==> src/rtl/divq_pkg.sv <==
package divq_pkg;

  typedef enum logic [1:0] {
    DM_SWORD = 2'd0,
    DM_UWORD = 2'd1,
    DM_UHALF = 2'd2,
    DM_SHALF = 2'd3
  } div_mode_e;

  typedef enum logic [1:0] {
    ST_IDLE = 2'd0,
    ST_RUN  = 2'd1,
    ST_HOLD = 2'd2
  } div_state_e;

  function automatic logic mode_is_signed(input div_mode_e m);
    return (m == DM_SWORD) || (m == DM_SHALF);
  endfunction

endpackage

==> src/rtl/div_prep.sv <==
// Operand conditioning: divisor extension, exception detection, magnitudes.
module div_prep
  import divq_pkg::*;
#(
  parameter int WIDTH = 32
) (
  input  logic [WIDTH-1:0] dividend,
  input  logic [WIDTH-1:0] divisor,
  input  logic [1:0]       mode,
  output logic [WIDTH-1:0] dvd_mag,
  output logic [WIDTH-1:0] dvs_mag,
  output logic             q_neg,
  output logic             r_neg,
  output logic             ovf
);
  localparam int HALF = WIDTH / 2;
  localparam logic [WIDTH-1:0] MOST_NEG = {1'b1, {(WIDTH-1){1'b0}}};
  localparam logic [WIDTH-1:0] ONE      = {{(WIDTH-1){1'b0}}, 1'b1};

  div_mode_e        m;
  logic [WIDTH-1:0] ext_dvs;
  logic             sgn;
  logic             a_neg;
  logic             b_neg;

  always_comb begin
    m = div_mode_e'(mode);
    case (m)
      DM_UHALF: ext_dvs = {{(WIDTH-HALF){1'b0}}, divisor[HALF-1:0]};
      DM_SHALF: ext_dvs = {{(WIDTH-HALF){divisor[HALF-1]}}, divisor[HALF-1:0]};
      default:  ext_dvs = divisor;
    endcase
    sgn   = mode_is_signed(m);
    ovf   = (ext_dvs == '0) || (sgn && (dividend == MOST_NEG) && (&ext_dvs));
    a_neg = sgn && dividend[WIDTH-1];
    b_neg = sgn && ext_dvs[WIDTH-1] && !ovf;
    dvd_mag = a_neg ? (~dividend + ONE) : dividend;
    if (ovf)        dvs_mag = ONE;
    else if (b_neg) dvs_mag = ~ext_dvs + ONE;
    else            dvs_mag = ext_dvs;
    q_neg = a_neg ^ b_neg;
    r_neg = a_neg;
  end
endmodule

==> src/rtl/div_core.sv <==
// Restoring shift-subtract loop, one quotient bit per step.
module div_core #(
  parameter int WIDTH = 32
) (
  input  logic             clk,
  input  logic             rst_n,
  input  logic             load,
  input  logic             step,
  input  logic [WIDTH-1:0] dvd,
  input  logic [WIDTH-1:0] dvs,
  output logic [WIDTH-1:0] quo,
  output logic [WIDTH-1:0] rem,
  output logic             last
);
  localparam int CW = $clog2(WIDTH);

  logic [WIDTH-1:0] acc_q;
  logic [WIDTH-1:0] acc_r;
  logic [WIDTH-1:0] dvs_q;
  logic [CW-1:0]    cnt;
  logic [WIDTH:0]   shifted;
  logic [WIDTH:0]   trial;

  always_comb begin
    shifted = {acc_r, acc_q[WIDTH-1]};
    trial   = shifted - {1'b0, dvs_q};
  end

  always_ff @(posedge clk) begin
    if (!rst_n) begin
      acc_q <= '0;
      acc_r <= '0;
      dvs_q <= '0;
      cnt   <= '0;
    end else if (load) begin
      acc_q <= dvd;
      acc_r <= '0;
      dvs_q <= dvs;
      cnt   <= '0;
    end else if (step) begin
      acc_r <= trial[WIDTH] ? shifted[WIDTH-1:0] : trial[WIDTH-1:0];
      acc_q <= {acc_q[WIDTH-2:0], ~trial[WIDTH]};
      cnt   <= cnt + 1'b1;
    end
  end

  assign quo  = acc_q;
  assign rem  = acc_r;
  assign last = (cnt == CW'(WIDTH - 1));
endmodule

==> src/rtl/div_fix.sv <==
// Sign restoration and flag generation.
module div_fix #(
  parameter int WIDTH = 32
) (
  input  logic [WIDTH-1:0] q_mag,
  input  logic [WIDTH-1:0] r_mag,
  input  logic             q_neg,
  input  logic             r_neg,
  input  logic             ovf_in,
  output logic [WIDTH-1:0] quotient,
  output logic [WIDTH-1:0] remainder,
  output logic             zero,
  output logic             sign,
  output logic             ovf
);
  always_comb begin
    quotient  = q_neg ? (~q_mag + 1'b1) : q_mag;
    remainder = r_neg ? (~r_mag + 1'b1) : r_mag;
    zero      = (quotient == '0);
    sign      = quotient[WIDTH-1];
    ovf       = ovf_in;
  end
endmodule

==> src/rtl/div_unit.sv <==
module div_unit
  import divq_pkg::*;
#(
  parameter int WIDTH = 32
) (
  input  logic             clk,
  input  logic             rst_n,
  input  logic             in_valid,
  output logic             in_ready,
  input  logic [WIDTH-1:0] in_dividend,
  input  logic [WIDTH-1:0] in_divisor,
  input  logic [1:0]       in_mode,
  output logic             out_valid,
  input  logic             out_ready,
  output logic [WIDTH-1:0] out_quotient,
  output logic [WIDTH-1:0] out_remainder,
  output logic             out_zero,
  output logic             out_sign,
  output logic             out_ovf
);
  div_state_e       state;
  logic             accept;
  logic [WIDTH-1:0] dvd_mag;
  logic [WIDTH-1:0] dvs_mag;
  logic             q_neg_c;
  logic             r_neg_c;
  logic             ovf_c;
  logic             q_neg_r;
  logic             r_neg_r;
  logic             ovf_r;
  logic [WIDTH-1:0] q_mag;
  logic [WIDTH-1:0] r_mag;
  logic             last;

  assign in_ready  = (state == ST_IDLE);
  assign out_valid = (state == ST_HOLD);
  assign accept    = in_valid && in_ready;

  div_prep #(.WIDTH(WIDTH)) u_prep (
    .dividend (in_dividend),
    .divisor  (in_divisor),
    .mode     (in_mode),
    .dvd_mag  (dvd_mag),
    .dvs_mag  (dvs_mag),
    .q_neg    (q_neg_c),
    .r_neg    (r_neg_c),
    .ovf      (ovf_c)
  );

  div_core #(.WIDTH(WIDTH)) u_core (
    .clk   (clk),
    .rst_n (rst_n),
    .load  (accept),
    .step  (state == ST_RUN),
    .dvd   (dvd_mag),
    .dvs   (dvs_mag),
    .quo   (q_mag),
    .rem   (r_mag),
    .last  (last)
  );

  always_ff @(posedge clk) begin
    if (!rst_n) begin
      state   <= ST_IDLE;
      q_neg_r <= 1'b0;
      r_neg_r <= 1'b0;
      ovf_r   <= 1'b0;
    end else begin
      case (state)
        ST_IDLE: if (accept) begin
          state   <= ST_RUN;
          q_neg_r <= q_neg_c;
          r_neg_r <= r_neg_c;
          ovf_r   <= ovf_c;
        end
        ST_RUN:  if (last) state <= ST_HOLD;
        ST_HOLD: if (out_ready) state <= ST_IDLE;
        default: state <= ST_IDLE;
      endcase
    end
  end

  div_fix #(.WIDTH(WIDTH)) u_fix (
    .q_mag     (q_mag),
    .r_mag     (r_mag),
    .q_neg     (q_neg_r),
    .r_neg     (r_neg_r),
    .ovf_in    (ovf_r),
    .quotient  (out_quotient),
    .remainder (out_remainder),
    .zero      (out_zero),
    .sign      (out_sign),
    .ovf       (out_ovf)
  );
endmodule

==> config.mk <==
export PLATFORM = sky130hd
export DESIGN_NAME = div_unit
export DESIGN_NICKNAME = d
export VERILOG_FILES = /design/src/rtl/divq_pkg.sv /design/src/rtl/div_prep.sv /design/src/rtl/div_core.sv /design/src/rtl/div_fix.sv /design/src/rtl/div_unit.sv
export SDC_FILE = /design/constraint.sdc
export NUM_CORES = 1
export LEC_CHECK = 0
export BUFFER_PORTS_ARGS = -buffer_cell sky130_fd_sc_hd__buf_2
export CAP_MARGIN = 20
export CORE_ASPECT_RATIO = 2
export CORE_MARGIN = 5
export CORE_UTILIZATION = 30
export CTS_CLUSTER_SIZE = 8
export DETAILED_ROUTE_END_ITERATION = 10
export GPL_ROUTABILITY_DRIVEN = 1
export SYNTH_ARGS = -nofsm -noshare
export SYNTH_HDL_FRONTEND = slang
export SYNTH_SLANG_ARGS = --single-unit
==> constraint.sdc <==
create_clock -name clk -period 4.5 [get_ports clk]
set_input_delay 0.45 -clock clk [delete_from_list [all_inputs] [get_ports clk]]
set_output_delay 0.45 -clock clk [all_outputs]
set_load 0.005 [all_outputs]
==> results.toml <==
[routing]
drt_wl_total_microns = 31340
ant_nets = 0
wl_per_cell_microns = 18.57
drc = 0
via_count = 9435
drt_iter0_markers = 491
first_pass_iters = 5
vias_per_cell = 5.593

[pwr]
cellLeakagePower_nw = 4.125
powerDensity_mw_per_mm2 = 370.7
ir_worst_vdd_mv = 0.2180

[critical_path]
worstSetupStartpointType = "flop"
r2r_cells = 12
crit_slowest_cell = "or4_1"
critPathKind = "reg2out"
worst_ep_arrival_time_ns = 3.65
end_kind = "output pin"
slowest_delay_ns = 0.54
cp_cell_sequence = "inv_1 > ha_1 > or3b_1 > or3_1 > o31ai_1 > xnor2_1 > nor4b_1 > nand3_1 > or4_1 > nor4_2 > buf_2"
crit_required_ns = 4.05
critPathMaxFanout = 8

[finish]
syn2layout_area_growth_pct = 14.22
drive_gt1_frac = 0.1494
postLayoutCellArea_sq_mm = 0.01047
fillers = 3240
layout.nets = 1427
seq_area_sq_mm = 0.002122
n_antenna_cell = 0
multi_input_comb_area_sq_mm = 0.006559

[floorplan]
core-area_sq_mm = 0.03018
dieArea_sq_mm = 0.03436
rows = 90
start_util = 0.3037
die_w_microns = 133.6
ioPinCount = 139
die_h_microns = 257.2

[placement]
placed_area_sq_mm = 0.01016
io_buffers = 138
pre_cts_ws_ns = 0.7826
place_hpwl_microns = 25820
gp_congestion = 0.9170

[timing]
finalCriticalPeriod_ns = 4.097
fin_skew_ns = 0.009384
relSlewSlack = 0.2706
worstMarginPinSlew_ns = 1.093
rsz0062_at_grt = "false"
setup_viol = 0
finalHoldViolations = 0
setup_slack_ns = 0.4035
final_max_slew_viol_count = 0
fin_setup_tns_ns = 0
finalCritPeriodShare = 0.9103
max_freq_mhz = 244.1

[hold_path]
hold_depth = 3
hp-class = "in2reg"

[synth]
syn_inst = 1227
async_reset_ff_frac = 0
avgSynthCellArea_sq_um = 7.470
ys_types = 74
yosysSeqAreaShare = 0.2315
ys_top_cells_by_count = "a21oi_1 (120), xnor2_1 (108), nand2_1 (107)"
synth_nets = 1340
ys.flop_type = "dfxtp_1"
synth_seq_cells = 106
synth-edff-count = 0
yosysTopAreaCell = "dfxtp_1"
synth_area_leaders = "dfxtp_1 (23%), xnor2_1 (10%), a21oi_1 (6.6%)"
yosys.area.top_type_share = 0.2315
yosysMostFrequentCell = "a21oi_1"
syn_area_sq_mm = 0.009166
yosysWarnings = 0

[outcome]
status = "completed"

[cts]
h-tree-depth = 3
cts.clk_slew.worst_paths_ns = 0.08
postCtsSetupBuffers = 0
cts_hold_buf = 0
clock_latency_ns = 0.37
clock_path_buffers = 2
cts_root_buf = "clkbuf_16"
cts.sinks = 106
ctsResizeCount = 0
numCtsBuffers = 9
cts_tree = "built"

[global_routing]
grt_pass1_vias = 9227
antenna_found_initial = 0
grt_use_total = 0.1793
grt_max_degree = 86
grt_pass1_wl_microns = 49340
grt_remaining_overflow = 0

[flow_run]
drv_cap = 0
## stage by stage
step / cells / util / power [mW] / hold WS (ns)
final: 1687 / 0.3469 / 3.882 / 0.3744
after CTS: 1687 / 0.3469 / 3.904 / 0.3596
after detailed placement: 1671 / 0.3365 / 3.047 / 0.4643
after global routing: 1687 / 0.3469 / 4.140 / 0.3716
after floorplan: 1227 / - / 2.482 / 0.4406
after global placement: 1670 / 0.3360 / 3.017 / 0.4456
## per-layer routing
metal,vias up,global-route usage,share of wire
met1,4428,0.1720,0.35
li1,4694,-,-
met5,-,0,0
met3,70,0.02561,0.039
met2,243,0.3609,0.56
met4,0,0.08924,0.046
## cells in the final DEF (no fill, tap or decap), types with 5 or more instances in the layout
master and n:
a211oi_1 13, a21o_1 14, a21oi_1 120, a22oi_1 28
a31oi_1 5, and2_1 10, and3_1 13, buf_2 138
buf_4 13, clkbuf_16 9, dfxtp_1 106, ha_1 42
inv_1 50, mux2i_1 24, nand2_1 107, nand2b_1 12
nand3_1 24, nand4_1 17, nor2_1 80, nor2b_1 5
nor3_1 27, nor4_1 16, o211ai_1 6, o21a_1 5
o21ai_0 87, o21bai_1 7, o22ai_1 40, o31ai_1 26
o41ai_1 13, or2_2 7, or3_1 17, or4_1 20
xnor2_1 107, xor2_1 32
## report_power, final
part	internal (mW)	switching, mW	total, mW
Sequential	1.02	0.107	1.12
Clock	0.454	0.396	0.850
Combinational	0.812	1.10	1.91
## worst max-delay path, delay by kind of cell (launching register included)
kind	cells	cell delay, ns
AO/OA/AOI/OAI	1	0.29
XOR/XNOR	1	0.11
adder cells (fa/ha/maj)	1	0.25
buffers and inverters	2	0.24
flip-flops	1	0.35
AND/OR/NAND/NOR	6	2.05
## worst paths after layout
| kind | start | end | slack, ns |
|---|---|---|---|
| setup / recovery | u_core.quo[0]$_SDFFE_PN0P_ | out_zero | 0.40 |
| hold / removal | in_divisor[0] | u_core.dvs_q[0]$_SDFFE_PN0P_ | 0.37 |
| hold reg to reg | u_core.cnt[4]$_SDFFE_PP0P_ | u_core.cnt[4]$_SDFFE_PP0P_ | 0.47 |
| setup reg to reg | u_core.quo[31]$_SDFFE_PN0P_ | u_core.rem[1]$_SDFFE_PP0P_ | 0.90 |
## state kept, by name, indices dropped and copies added (netlist names)
signal and count:
ovf_r 1, u_core.quo 32, q_neg_r 1, u_core.rem 32
r_neg_r 1, state 2, u_core.dvs_q 32, u_core.cnt 5
## cells by family (layout without fill, tap and decap cells)
logic type / after synthesis / count (layout) / synth area share
adders and majority gates: 43 / 43 / 0.05951
buffers and inverters: 128 / 220 / 0.05487
muxes: 26 / 26 / 0.02866
and+or+nand+nor: 379 / 379 / 0.2108
DFF: 106 / 106 / 0.2315
AOI/OAI and AO/OA: 405 / 405 / 0.2809
xor gates and xnor gates: 140 / 140 / 0.1338
## layout make-up
| cell class | count | area share |
|---|---|---|
| multi-input combinational | 993 | 0.6264 |
| sequential | 106 | 0.2027 |
| timing repair buffer | 153 | 0.07863 |
| tap | 368 | 0.04398 |
| clock buffer | 10 | 0.02283 |
| inverter | 51 | 0.01828 |
| clock inverter | 6 | 0.007170 |
Note: power is estimated with default switching activity, not from simulation.
